## src/rtl/rst_cause_pkg.sv

```systemverilog
package rst_cause_pkg;
  localparam logic [31:0] IMPL_MASK = 32'hF800_0000;
  localparam logic [31:0] CLR_MASK  = 32'h9800_0000;
  localparam logic [31:0] SET_MASK  = 32'h6000_0000;
  localparam logic [31:0] POR_VALUE = 32'h8000_0000;
  localparam int SOFT_POR_BIT = 30;
  localparam int SOFT_XIR_BIT = 29;
  localparam int WORD_SEL_BIT = 2;

  typedef struct packed {
    logic regWrite;
    logic loadPor;
    logic rdSel;
  } strobe_t;
endpackage

```

## src/rtl/rst_cause_ctrl.sv

```systemverilog
module rst_cause_ctrl
  import rst_cause_pkg::*;
#(
  parameter int ADDR_W = 16,
  parameter logic [ADDR_W-1:0] REG_BASE = 'hF020,
  parameter int CNT_W = 4
) (
  input  logic              clk,
  input  logic              porN,
  input  logic              busWr,
  input  logic              busRd,
  input  logic [ADDR_W-1:0] busAddr,
  input  logic [31:0]       busWdata,
  input  logic              resetEvt,
  output strobe_t           stb,
  output logic              resetReq
);
  localparam int BLK_LSB = WORD_SEL_BIT + 1;
  localparam logic [CNT_W-1:0] CNT_MAX = '1;

  logic [CNT_W-1:0] cntQ;
  logic blockHit, wordHit, wrHit, softPor, softXir;

  assign blockHit = (busAddr[ADDR_W-1:BLK_LSB] == REG_BASE[ADDR_W-1:BLK_LSB]);
  assign wordHit  = blockHit & busAddr[WORD_SEL_BIT];
  // a reset event aborts a write landing in the same cycle
  assign wrHit    = busWr & wordHit & ~resetEvt;
  assign softPor  = wrHit & busWdata[SOFT_POR_BIT];
  assign softXir  = wrHit & busWdata[SOFT_XIR_BIT];

  always_ff @(posedge clk or negedge porN) begin
    if (!porN) begin
      cntQ <= '0;
    end else if (resetEvt) begin
      if (cntQ != CNT_MAX) cntQ <= cntQ + 1'b1;
    end else if (softPor) begin
      cntQ <= '0;
    end
  end

  always_ff @(posedge clk or negedge porN) begin
    if (!porN) resetReq <= 1'b0;
    else       resetReq <= softPor | softXir;
  end

  always_comb begin
    stb.regWrite = wrHit;
    stb.loadPor  = resetEvt & (cntQ == '0);
    stb.rdSel    = busRd & wordHit;
  end


  cnt_saturate_chk: assert property (@(posedge clk) disable iff (!porN)
    (resetEvt && cntQ == CNT_MAX) |=> cntQ == CNT_MAX);

  soft_por_rearm_chk: assert property (@(posedge clk) disable iff (!porN)
    (busWr && wordHit && !resetEvt && busWdata[SOFT_POR_BIT]) |=> (cntQ == '0 && resetReq));

  req_only_after_write_chk: assert property (@(posedge clk) disable iff (!porN)
    !(busWr && wordHit && !resetEvt && (busWdata[SOFT_POR_BIT] || busWdata[SOFT_XIR_BIT]))
      |=> !resetReq);

  evt_blocks_write_chk: assert property (@(posedge clk) disable iff (!porN)
    resetEvt |-> !stb.regWrite);
endmodule

```

## src/rtl/rst_cause_dp.sv

```systemverilog
module rst_cause_dp
  import rst_cause_pkg::*;
(
  input  logic        clk,
  input  logic        porN,
  input  strobe_t     stb,
  input  logic [31:0] busWdata,
  output logic [31:0] busRdata
);
  logic [31:0] regQ;
  logic [31:0] wData;

  assign wData = busWdata & IMPL_MASK;

  always_ff @(posedge clk or negedge porN) begin
    if (!porN) begin
      regQ <= '0;
    end else if (stb.loadPor) begin
      regQ <= POR_VALUE;
    end else if (stb.regWrite) begin
      regQ <= (regQ & ~(wData & CLR_MASK)) | (wData & SET_MASK);
    end
  end

  assign busRdata = stb.rdSel ? regQ : '0;


  por_load_chk: assert property (@(posedge clk) disable iff (!porN)
    stb.loadPor |=> regQ == POR_VALUE);

  w1c_chk: assert property (@(posedge clk) disable iff (!porN)
    (stb.regWrite && !stb.loadPor && busWdata[31]) |=> !regQ[31]);

  w1s_chk: assert property (@(posedge clk) disable iff (!porN)
    (stb.regWrite && !stb.loadPor && busWdata[SOFT_XIR_BIT]) |=> regQ[SOFT_XIR_BIT]);

  reserved_zero_chk: assert property (@(posedge clk) disable iff (!porN)
    (regQ & ~IMPL_MASK) == '0);
endmodule

```

## src/rtl/rst_cause_reg.sv

```systemverilog
module rst_cause_reg
  import rst_cause_pkg::*;
#(
  parameter int ADDR_W = 16,
  parameter logic [ADDR_W-1:0] REG_BASE = 'hF020,
  parameter int CNT_W = 4
) (
  input  logic              clk,
  input  logic              porN,
  input  logic              busWr,
  input  logic              busRd,
  input  logic [ADDR_W-1:0] busAddr,
  input  logic [31:0]       busWdata,
  output logic [31:0]       busRdata,
  input  logic              resetEvt,
  output logic              resetReq
);
  strobe_t stb;

  rst_cause_ctrl #(.ADDR_W(ADDR_W), .REG_BASE(REG_BASE), .CNT_W(CNT_W)) u_ctrl (
    .clk(clk), .porN(porN), .busWr(busWr), .busRd(busRd), .busAddr(busAddr),
    .busWdata(busWdata), .resetEvt(resetEvt), .stb(stb), .resetReq(resetReq)
  );

  rst_cause_dp u_dp (
    .clk(clk), .porN(porN), .stb(stb), .busWdata(busWdata), .busRdata(busRdata)
  );


  low_word_zero_chk: assert property (@(posedge clk) disable iff (!porN)
    (busRd && !busAddr[WORD_SEL_BIT]) |-> busRdata == '0);
endmodule

```

## config.mk

```make
export PLATFORM = sky130hd
export DESIGN_NAME = rst_cause_reg
export DESIGN_NICKNAME = d
export VERILOG_FILES = /design/src/rtl/rst_cause_pkg.sv /design/src/rtl/rst_cause_ctrl.sv /design/src/rtl/rst_cause_dp.sv /design/src/rtl/rst_cause_reg.sv
export SDC_FILE = /design/constraint.sdc
export NUM_CORES = 1
export LEC_CHECK = 0
export BUFFER_PORTS_ARGS = -buffer_cell sky130_fd_sc_hd__buf_4
export CAP_MARGIN = 25
export CORE_MARGIN = 8
export CORE_UTILIZATION = 34
export CTS_BUF_LIST = sky130_fd_sc_hd__clkbuf_4
export CTS_CLUSTER_SIZE = 30
export DETAILED_ROUTE_END_ITERATION = 8
export PLACE_DENSITY = 0.82
export SLEW_MARGIN = 20
export SYNTH_ARGS = -nofsm -noshare
export SYNTH_HDL_FRONTEND = slang
export SYNTH_SLANG_ARGS = --single-unit
```

## constraint.sdc

```tcl
create_clock -name clk -period 1.96 [get_ports clk]
set_clock_uncertainty 0.15 [all_clocks]
set_input_delay 0.294 -clock clk [delete_from_list [all_inputs] [get_ports clk]]
set_output_delay 0.294 -clock clk [all_outputs]
set_load 0.05 [all_outputs]
```

==> metrics.md <==
| Metric | Value |
|---|---|
| Complex-gate fraction of the synthesized area | 8.28% |
| Vias in the first global route | 677 |
| Static Leak | 0.532 nW |
| Reg clk slew, reported paths | 0.07 ns |
| Max VDD drop | 0.000542 V |
| Global-route wire length before repair | 3110 µm |
| Layout Nets | 176 |
| Mux share of post-synthesis cell area | 0% |
| Post-Syn Instances | 84 |
| Number of synthesized flops with an enable pin | 0 |
| Gr usage total | 9.40% |
| Cell variety after synth | 24 |
| Period utilization | 99.0% |
| DIE AREA | 3930 µm² |
| Largest delay contributor family on the critical path | simple AND/OR/NAND/NOR gates |
| MaxCap Viol Count | 0 |
| Largest family of logic cells by synthesized area | buffers and inverters |
| Cell with the largest stage delay on the worst path | or4b_4 |
| Fraction of layout cells with a size suffix above 1 | 38.3% |
| Final hold violations | 0 |
| Avg Inst Size Synth | 8.82 µm² |
| Pwr dens | 683 nW/µm² |
| Synth Area in XOR/XNOR | 1.18% |
| R2R setup slack | 0.62 ns |
| Async SR Flop Fraction | 100% |
| Vias per inst | 4.34 |
| Layout Area Growth over Synthesis | 39.5% |
| Max Slew Vio Count | 0 |
| Critical path endpoint category | primary output |
| Final Hold Slack | 0.0402 ns |
| Vias post-DR | 643 |
| Yosys warns | 0 |
| Grt total ovfl | 0 |
| Initial DRC count | 30 |
| CTS Sinks | 10 |
| Initial antenna violation count | 0 |
| Wire per inst | 12.6 µm |
| TritonRoute pass-1 iters | 4 |
| Clk Latency, worst-skew pair | 0.26 ns |
| Post-Synth Simple-Gate Area | 23.5% |
| Hold WC Path Type | input pin to flop |
| Post-route ant nets | 0 |
| WHS Endpoint | u_dp.regQ[28] |
| Worst path cell trace | buf_6 -> or4b_4 -> nor3_2 -> buf_4 -> and2_4 -> buf_8 |
| CP startpoint kind | input pin |
| Number of I/O port buffers | 29 |
| Largest stage delay, worst path | 0.56 ns |
| Placer Congestion | 0.728 |
| Setup CP Type | input pin to primary output |
| Buf/Inv on CP | 3 |
| Initial core utilization | 34.8% |
| # H-tree levels | 1 |
| Die X | 62.7 µm |
| Core area | 2130 µm² |
| CTS tree | yes |
| Placed Cells incl. Taps | 143 |
| Synthesized cell area | 741 µm² |
| CTS Root Cell | clkbuf_4 |
| Routed WL | 1870 µm |
| Largest net degree at the start of global routing | 11 |
| Layout Utilization | 48.6% |
| Antenna Cells | 0 |
| Hold_sp | busWdata[28] |
| Rows | 17 |
| Fraction of the mapped netlist area in adder cells | 3.38% |
| RSZ-0062 raised after global routing | true |
| Critical path depth | 6 |
| FMAX | 515 MHz |
| Inserted Clock Buffers | 3 |
| Seq/Total Area, Yosys | 33.8% |
| CP Data Arrival Time | 1.50 ns |
| Status | completed |
| Post-DP HPWL | 1580 µm |
| Worst hold path depth | 2 |
| Die Ht | 62.7 µm |
| Tot Pwr | 706 µW |
| IO Count | 86 |
| FF-to-FF path depth | 5 |
| Worst r2r src | u_ctrl.cntQ[0] |
| Tmin final | 1.94 ns |
| Max Buffers Root-to-Sink | 2 |
| RR Endpoint | u_ctrl.cntQ[0] |
| Setup TNS | 0 ns |
| Drc violations | 0 |
| Fill count | 202 |
| Final setup violation count | 0 |
| Crit-path max FO | 4 |
| Required @ worst endpoint | 1.52 ns |
| Most used DFF post-synth | dfrtp_1 |
| Finished Layout Cells | 148 |
| Register bit total from synthesis | 10 |
cell usage after synthesis, types with 3 or more instances:
| master | n | area share [%] |
|---|---|---|
| nand3_1 | 6 | 4.1 |
| nand2_1 | 7 | 3.5 |
| inv_1 | 3 | 1.5 |
| and2_1 | 4 | 3.4 |
| a21oi_1 | 3 | 2.0 |
| dfrtp_1 | 10 | 34 |
| buf_4 | 27 | 27 |
| o21ai_0 | 3 | 2.0 |
power breakdown:
part | switching, mW | total (mW) | internal, mW
registers | 0.0422 | 0.285 | 0.243
clock network | 0.0660 | 0.139 | 0.0733
logic | 0.194 | 0.282 | 0.0883
total | 0.302 | 0.706 | 0.404
cell families (layout without fill, tap and decap cells):
kind of cell	count (synthesis)	count (layout)
buffers and inverters	31	41
adders and majority gates	2	2
DFF	10	10
xor gates and xnor gates	1	1
other	1	27
and+or+nand+nor	29	29
AOI/OAI and AO/OA	10	10
layout make-up:
type                            instances  area (µm²)  area share [%]
Sequential cell                        10         250            24.2
Tap cell                               28        35.0            3.39
Timing Repair Buffer                   34         295            28.6
Multi-Input combinational cell         69         415            40.2
Inverter                                3        11.3            1.09
Clock buffer                            3        22.5            2.18
Clock inverter                          1        3.75           0.363
placed cells by master, fill, tap and decap left out, types with 2 or more instances in the layout:
cell type,synthesis,final
a21oi_1,3,3
nand3_1,6,6
o21ai_0,3,3
and2_4,1,5
dfrtp_1,10,10
o21a_1,2,2
nor2_1,2,2
buf_8,0,4
nand2_1,7,7
buf_6,0,2
ha_1,2,2
conb_1,1,27
inv_1,3,3
buf_4,27,27
clkbuf_4,0,3
sequential cells by signal, indices dropped and copies added (netlist names):
name             cells
u_ctrl.resetReq      1
u_dp.regQ            5
u_ctrl.cntQ          4
worst max-delay path by stage:
| stage | end | slack [ns] | start |
|---|---|---|---|
| after detailed placement | busRdata[28] | -0.11 | busAddr[7] |
| after CTS | busRdata[28] | 0.008 | busAddr[9] |
| final | busRdata[29] | 0.02 | busAddr[11] |
| after global placement | busRdata[29] | -0.13 | busAddr[7] |
| after global routing | busRdata[30] | -0.04 | busAddr[11] |
| after floorplan | busRdata[31] | 0.06 | busAddr[7] |
routing by layer:
metal  wire length (µm)  share of wire [%]  GRT usage (%)
met1                706                 38           9.79
met2                875                 47           15.1
met3                284                 15           6.27
met4                  0                  0           2.56
met5                  0                  0              0
worst reg2reg max path, stage by stage (launching register included):
cell and delay [ns]:
dfrtp_1 0.39, ha_1 0.21, nand3_1 0.12, nand2_1 0.14, nand2_1 0.07, o21ai_0 0.18
through the flow:
step | worst slack [ns] | cell area (µm²)
after detailed placement | -0.111 | 935
after floorplan | 0.0566 | 858
final | 0.0200 | 1030
after global placement | -0.132 | 935
after CTS | 0.00797 | 1020
after global routing | -0.0408 | 1030
timing repair:
action | in CTS | in global routing
setup buffers | 0 | 0
setup endpoints to repair | 4 | 4
pin swaps | 6 | 1
hold buffers | 1 | 0
resized for setup | 15 | 2
hold endpoints to repair | 10 | 0
Power figures use the tool's default switching activity.
